<file path="config.mk">
export PLATFORM = sky130hd
export DESIGN_NAME = ssp2i2s_tx
export DESIGN_NICKNAME = d
export VERILOG_FILES = /design/src/rtl/ssp2i2s_pkg.sv /design/src/rtl/ssp2i2s_pipe.sv /design/src/rtl/ssp2i2s_cfg.sv /design/src/rtl/ssp2i2s_ws.sv /design/src/rtl/ssp2i2s_tx.sv
export SDC_FILE = /design/constraint.sdc
export NUM_CORES = 1
export LEC_CHECK = 0
export BUFFER_PORTS_ARGS = -buffer_cell sky130_fd_sc_hd__buf_2
export CAP_MARGIN = 20
export CORE_AREA = 2 2 39 41
export CTS_CLUSTER_SIZE = 24
export DETAILED_ROUTE_END_ITERATION = 7
export DIE_AREA = 0 0 41 43
export PLACE_DENSITY_LB_ADDON = 0.1
export SLEW_MARGIN = 30
export SYNTH_ARGS = -nofsm -noshare
export SYNTH_HDL_FRONTEND = slang
export SYNTH_SLANG_ARGS = --single-unit
</file>
<file path="constraint.sdc">
create_clock -name clk_i -period 0.8 [get_ports clk_i]
set_input_delay 0.04 -clock clk_i [delete_from_list [all_inputs] [get_ports clk_i]]
set_output_delay 0.04 -clock clk_i [all_outputs]
set_load 0.02 [all_outputs]
</file>
<file path="src/rtl/ssp2i2s_pkg.sv">
`timescale 1ns/1ps
package ssp2i2s_pkg;
  typedef struct packed {
    logic sck_inv;
    logic ws_late;
  } cfg_t;

  localparam cfg_t CFG_RST = '{sck_inv: 1'b0, ws_late: 1'b0};
endpackage

</file>
<file path="src/rtl/ssp2i2s_pipe.sv">
`timescale 1ns/1ps
module ssp2i2s_pipe #(
  parameter int W     = 1,
  parameter int DEPTH = 1
) (
  input  logic         clk_i,
  input  logic         rst_ni,
  input  logic         en_i,
  input  logic [W-1:0] d_i,
  output logic [W-1:0] q_o
);
  logic [W-1:0] stg_q [DEPTH];
  logic [W-1:0] stg_d [DEPTH];

  for (genvar i = 0; i < DEPTH; i++) begin : g_stage
    if (i == 0) begin : g_head
      always_comb stg_d[i] = en_i ? d_i : '0;
    end else begin : g_tail
      always_comb stg_d[i] = en_i ? stg_q[i-1] : '0;
    end

    always_ff @(posedge clk_i or negedge rst_ni) begin
      if (!rst_ni) stg_q[i] <= '0;
      else         stg_q[i] <= stg_d[i];
    end
  end

  assign q_o = stg_q[DEPTH-1];
endmodule

</file>
<file path="src/rtl/ssp2i2s_cfg.sv">
`timescale 1ns/1ps
module ssp2i2s_cfg
  import ssp2i2s_pkg::*;
(
  input  logic clk_i,
  input  logic rst_ni,
  input  logic en_i,
  input  logic frm_i,
  input  cfg_t cfg_i,
  output cfg_t cfg_o
);
  cfg_t cfg_q, cfg_d;

  always_comb begin
    cfg_d = cfg_q;
    if (!en_i)      cfg_d = CFG_RST;
    else if (frm_i) cfg_d = cfg_i;
  end

  always_ff @(posedge clk_i or negedge rst_ni) begin
    if (!rst_ni) cfg_q <= CFG_RST;
    else         cfg_q <= cfg_d;
  end

  assign cfg_o = cfg_q;

  // settings move only on a frame pulse
  p_cfg_hold_r8: assert property (@(posedge clk_i) disable iff (!rst_ni)
    (en_i && !frm_i) |=> $stable(cfg_q));
endmodule

</file>
<file path="src/rtl/ssp2i2s_ws.sv">
`timescale 1ns/1ps
module ssp2i2s_ws #(
  parameter int WS_LAT = 1
) (
  input  logic clk_i,
  input  logic rst_ni,
  input  logic en_i,
  input  logic frm_i,
  input  logic late_i,
  output logic ws_o
);
  logic lvl_q, lvl_d;
  logic lvl_late;

  always_comb begin
    lvl_d = lvl_q;
    if (!en_i)      lvl_d = 1'b0;
    else if (frm_i) lvl_d = ~lvl_q;
  end

  always_ff @(posedge clk_i or negedge rst_ni) begin
    if (!rst_ni) lvl_q <= 1'b0;
    else         lvl_q <= lvl_d;
  end

  ssp2i2s_pipe #(.W(1), .DEPTH(WS_LAT)) u_ws_pipe (
    .clk_i (clk_i),
    .rst_ni(rst_ni),
    .en_i  (en_i),
    .d_i   (lvl_q),
    .q_o   (lvl_late)
  );

  assign ws_o = late_i ? lvl_late : lvl_q;

  // no level change without a frame pulse
  p_ws_hold_r2: assert property (@(posedge clk_i) disable iff (!rst_ni)
    (en_i && !frm_i) |=> $stable(lvl_q));
  // each frame pulse flips the level
  p_ws_flip_r2: assert property (@(posedge clk_i) disable iff (!rst_ni)
    (en_i && frm_i) |=> (lvl_q != $past(lvl_q)));
endmodule

</file>
<file path="src/rtl/ssp2i2s_tx.sv">
`timescale 1ns/1ps
module ssp2i2s_tx
  import ssp2i2s_pkg::*;
#(
  parameter int RST_STAGES = 2,
  parameter int DATA_LAT   = 1,
  parameter int WS_LAT     = 1
) (
  input  logic clk_i,
  input  logic rst_ni,
  input  logic en_i,
  input  logic sck_inv_i,
  input  logic ws_late_i,
  input  logic frm_i,
  input  logic txd_i,
  output logic sck_o,
  output logic ws_o,
  output logic sd_o
);
  logic [RST_STAGES-1:0] rst_sync_q;
  logic                  rst_sync_n;
  logic                  run_q;
  cfg_t                  cfg_req, cfg_cur;

  always_ff @(posedge clk_i or negedge rst_ni) begin
    if (!rst_ni) rst_sync_q <= '0;
    else         rst_sync_q <= {rst_sync_q[RST_STAGES-2:0], 1'b1};
  end
  assign rst_sync_n = rst_sync_q[RST_STAGES-1];

  always_ff @(posedge clk_i or negedge rst_sync_n) begin
    if (!rst_sync_n) run_q <= 1'b0;
    else             run_q <= en_i;
  end

  assign cfg_req = '{sck_inv: sck_inv_i, ws_late: ws_late_i};

  ssp2i2s_cfg u_cfg (
    .clk_i (clk_i),
    .rst_ni(rst_sync_n),
    .en_i  (en_i),
    .frm_i (frm_i),
    .cfg_i (cfg_req),
    .cfg_o (cfg_cur)
  );

  ssp2i2s_ws #(.WS_LAT(WS_LAT)) u_ws (
    .clk_i (clk_i),
    .rst_ni(rst_sync_n),
    .en_i  (en_i),
    .frm_i (frm_i),
    .late_i(cfg_cur.ws_late),
    .ws_o  (ws_o)
  );

  ssp2i2s_pipe #(.W(1), .DEPTH(DATA_LAT)) u_sd_pipe (
    .clk_i (clk_i),
    .rst_ni(rst_sync_n),
    .en_i  (en_i),
    .d_i   (txd_i),
    .q_o   (sd_o)
  );

  assign sck_o = run_q & (clk_i ^ cfg_cur.sck_inv);

  // disabled block drives quiet outputs
  p_disable_quiet_r7: assert property (@(posedge clk_i) disable iff (!rst_sync_n)
    !en_i |=> (!ws_o && !sd_o));

  if (DATA_LAT == 1) begin : g_sd_chk
    // data leaves one clock after it arrives
    p_sd_delay_r5: assert property (@(posedge clk_i) disable iff (!rst_sync_n)
      en_i |=> (sd_o == $past(txd_i)));
  end
endmodule

</file>
# After elaboration in Yosys (flattened, before gate mapping)
# Cells that the tools add are included.
# op_classes
n_bitwise	3
eq_ne	1
muxes	7
# ops
operator	n
1-bit two-way mux	5
2-bit two-way mux	2
2-bit by 1-bit inequality test with 1-bit output, second input constant	1
1-bit AND	1
1-bit NOT	1
1-bit bitwise XOR	1
# word_totals
regBits	8
wordCells	18
in_bits	7
output_inout_bits	3

# Logic depth before layout (Yosys ltp)
# depth
word_depth	3
depth_mapped	2
ltp_nobuf	2

# By module
# A second synthesis with hierarchy kept.
# hier_totals
hier_cells	20
hier_area_um2	290.3
# modules_own_cells
mod	cells_per_inst	area_per_inst_um2	seq_area_each_um2	n_inst
ssp2i2s_tx	6	93.8	75.1	1
ssp2i2s_cfg	6	82.6	50.0	1
ssp2i2s_pipe	2	31.3	25.0	2
ssp2i2s_ws	4	51.3	25.0	1

==> key figures <==
Yosys
  – Sequential area share after synthesis: 0.6897
  – Yosys cell types: 7
  – Synth Area in Compound Gates: 0
  – Post-Synth Simple-Gate Area: 0.1293
  – Top-area cell type share of the netlist area: 0.6897
  – Largest family of logic cells by synthesized area: simple AND/OR/NAND/NOR gates
  – Largest cells by area after synthesis: dfrtp_1, and2_1, mux2i_1
  – Area leader, netlist: dfrtp_1
  – Syn nets: 27
  – Flops & latches, synth: 8
  – Yosys Warn Count: 0
  – Mux cell area share after synthesis: 0.1078
  – Netlist Area Pre-Place: ~290 um2
  – Syn Area/Cell: around 15 um2
  – Post-synthesis cell count: 20
  – XOR/XNOR Fraction of Synth Area: 0.06034
  – Adder-Cell Fraction of Synth Area: 0

Setup path
  – Crit Path Class: flop to output pin
  – Req. time, crit path: roughly 0.76 ns
  – Crit. End Element: output pin
  – Crit Path Max Fanout: 2
  – Worst EP arrival: roughly 1.2 ns
  – Worst Setup Start Kind: flop

Global routing
  – GRT Resource Usage Total: 0.08629
  – Initial antenna violation count: 0
  – Number of global-route vias before repair: between 200 and 250
  – Largest net degree at the start of global routing: 7
  – Total gr overflow: 0
  – First-pass GRT wire length: 779 um

Timing
  – Tightest hold margin: 0.03809 ns
  – Tmin final: roughly 1.2 ns
  – Final hold vios: 0
  – Highest clock rate: just over 800 MHz
  – Total negative slack: -0.8745 ns
  – Period Utilization, post-route: 1.507
  – Final worst slack: -0.4055 ns
  – Final max-slew violation count: 0
  – RSZ-0062 raised after global routing: true
  – Final setup violating endpoints: 4
  – Layout Skew: 0.001464 ns

Floorplanning
  – Core area: between 1000 and 1500 um2
  – Die X-Extent: 41 um
  – # rows: 14
  – Starting density of the core: 0.2098
  – Die area: 1763 um2
  – IO Pins: 10
  – Die H: between 40 and 50 um

Placement
  – Half-perimeter wire length after placement: about 340 um
  – Placed instance area: 355.3 um2
  – Final GP Congestion: 0.5711
  – PortBufs: 9

Run status
  – Status: complete, but fails checks
  – Failing checks: setup timing

Layout
  – Ratio of cells with drive above 1 in the final layout: 0.3902
  – Layout net count: 50
  – Utilization after layout: 0.3463
  – Commonest non-fill, non-tap cell in the layout: dfrtp_1
  – Commonest non-fill, non-tap cells in the layout: dfrtp_1, clkbuf_4, dlygate4sd3_1, buf_2, and2_1
  – Layout area overhead: 65.09%
  – Number of diodes: 0
  – Final Cell Area: 479.2 um2

Pwr
  – PD cells: 2545 nW/um2
  – Leak: 0.2393 nW
  – VDD IR-drop max: approximately 700 uV

Route
  – Drt initial violations: 2
  – WL final: 508 um
  – Vias: between 200 and 250
  – Antenna-violating nets left: 0
  – Initial DRT Pass Iterations: 2
  – Residual DRC: 0
  – Drt wl/cell: 8.912 um
  – Routed vias/inst: 3.772

Clocking
  – CTS tree: done
  – Worst skew pair latency: 0.35 ns
  – CTS clk-pin slew, worst paths: ~0.050 ns
  – Postcts setup bufs: 0

Worst hold path
  – Worst min path class: input port to flop

Run
  – Max Cap Violations: 0
[where the power goes]
part	switching, W	internal (W)
Combinational	0.0000367	0.0000649
Clock	0.000247	0.000425
Sequential	0.0000163	0.000429
[layout make-up]
| cell class | count | area [um2] |
|---|---|---|
| multi-input cells | 12 | 90.09 |
| clock buffers | 7 | 56.30 |
| well taps | 16 | 20.02 |
| flip-flops and latches | 8 | 200.2 |
| fillers | 144 | 904.6 |
| repair buffers | 14 | 112.6 |
[Yosys cell counts (all sizes together)]
| library cell | number |
|---|---|
| dfrtp | 8 |
| xor2 | 2 |
| mux2 | 1 |
| nor2b | 2 |
| conb | 1 |
| and2 | 4 |
| mux2i | 2 |
[timing repair]
action / in CTS / in global routing
pin swaps: 2 / 2
setup endpoints to repair: 5 / 5
hold endpoints to repair: 8 / 0
hold buffers: 6 / 0
gates resized for setup: 6 / 0
[sequential cells by signal, indices dropped and copies added (netlist names)]
| signal | count |
|---|---|
| u_cfg.cfg_o | 2 |
| u_ws.u_ws_pipe.q_o | 1 |
| run_q | 1 |
| u_sd_pipe.q_o | 1 |
| u_ws.lvl_q | 1 |
| rst_sync_q | 2 |
[path summary, 6_finish.rpt]
| path | start | to | slack (ns) | cells past startpoint |
|---|---|---|---|---|
| max in group asynchronous | rst_ni | rst_sync_q[1] | 0.15 | 3 |
| min reg2reg | rst_sync_q[1] | run_q | 0.10 | 0 |
| min in group asynchronous | rst_sync_q[1] | run_q | 0.10 | 0 |
| max reg2reg | u_ws.lvl_q | u_ws.lvl_q | 0.02 | 2 |
| min | frm_i | u_cfg.cfg_o[1] | 0.04 | 3 |
| max | u_cfg.cfg_o[0] | ws_o | -0.41 | 2 |
[logic make-up after synthesis]
| kind of cell | Yosys count |
|---|---|
| AND/OR/NAND/NOR | 6 |
| multiplexers | 3 |
| flip-flops | 8 |
| other | 1 |
| XOR/XNOR | 2 |
[per-stage QoR]
stage | total power (W) | setup slack, ns | cells
floorplan | 0.0005743 | 0.02476 | 20
global placement | 0.0006304 | -0.04345 | 45
detailed placement | 0.0006334 | -0.05096 | 45
CTS | 0.001252 | -0.4188 | 57
global route | 0.001297 | -0.4537 | 57
finish | 0.001220 | -0.4055 | 57
[per-layer routing]
metal | global-route usage | wire (um)
met2 | 0.09375 | 246
met4 | 0.1400 | 10
met3 | 0.08377 | 50
met1 | 0.06000 | 201
met5 | 0 | 0
[worst max-delay path: stages, from the launching register on]
cell     delay [ns]
dfrtp_1        0.34
mux2_2         0.34
buf_6          0.13
Note: power is estimated with default switching activity, not from simulation.
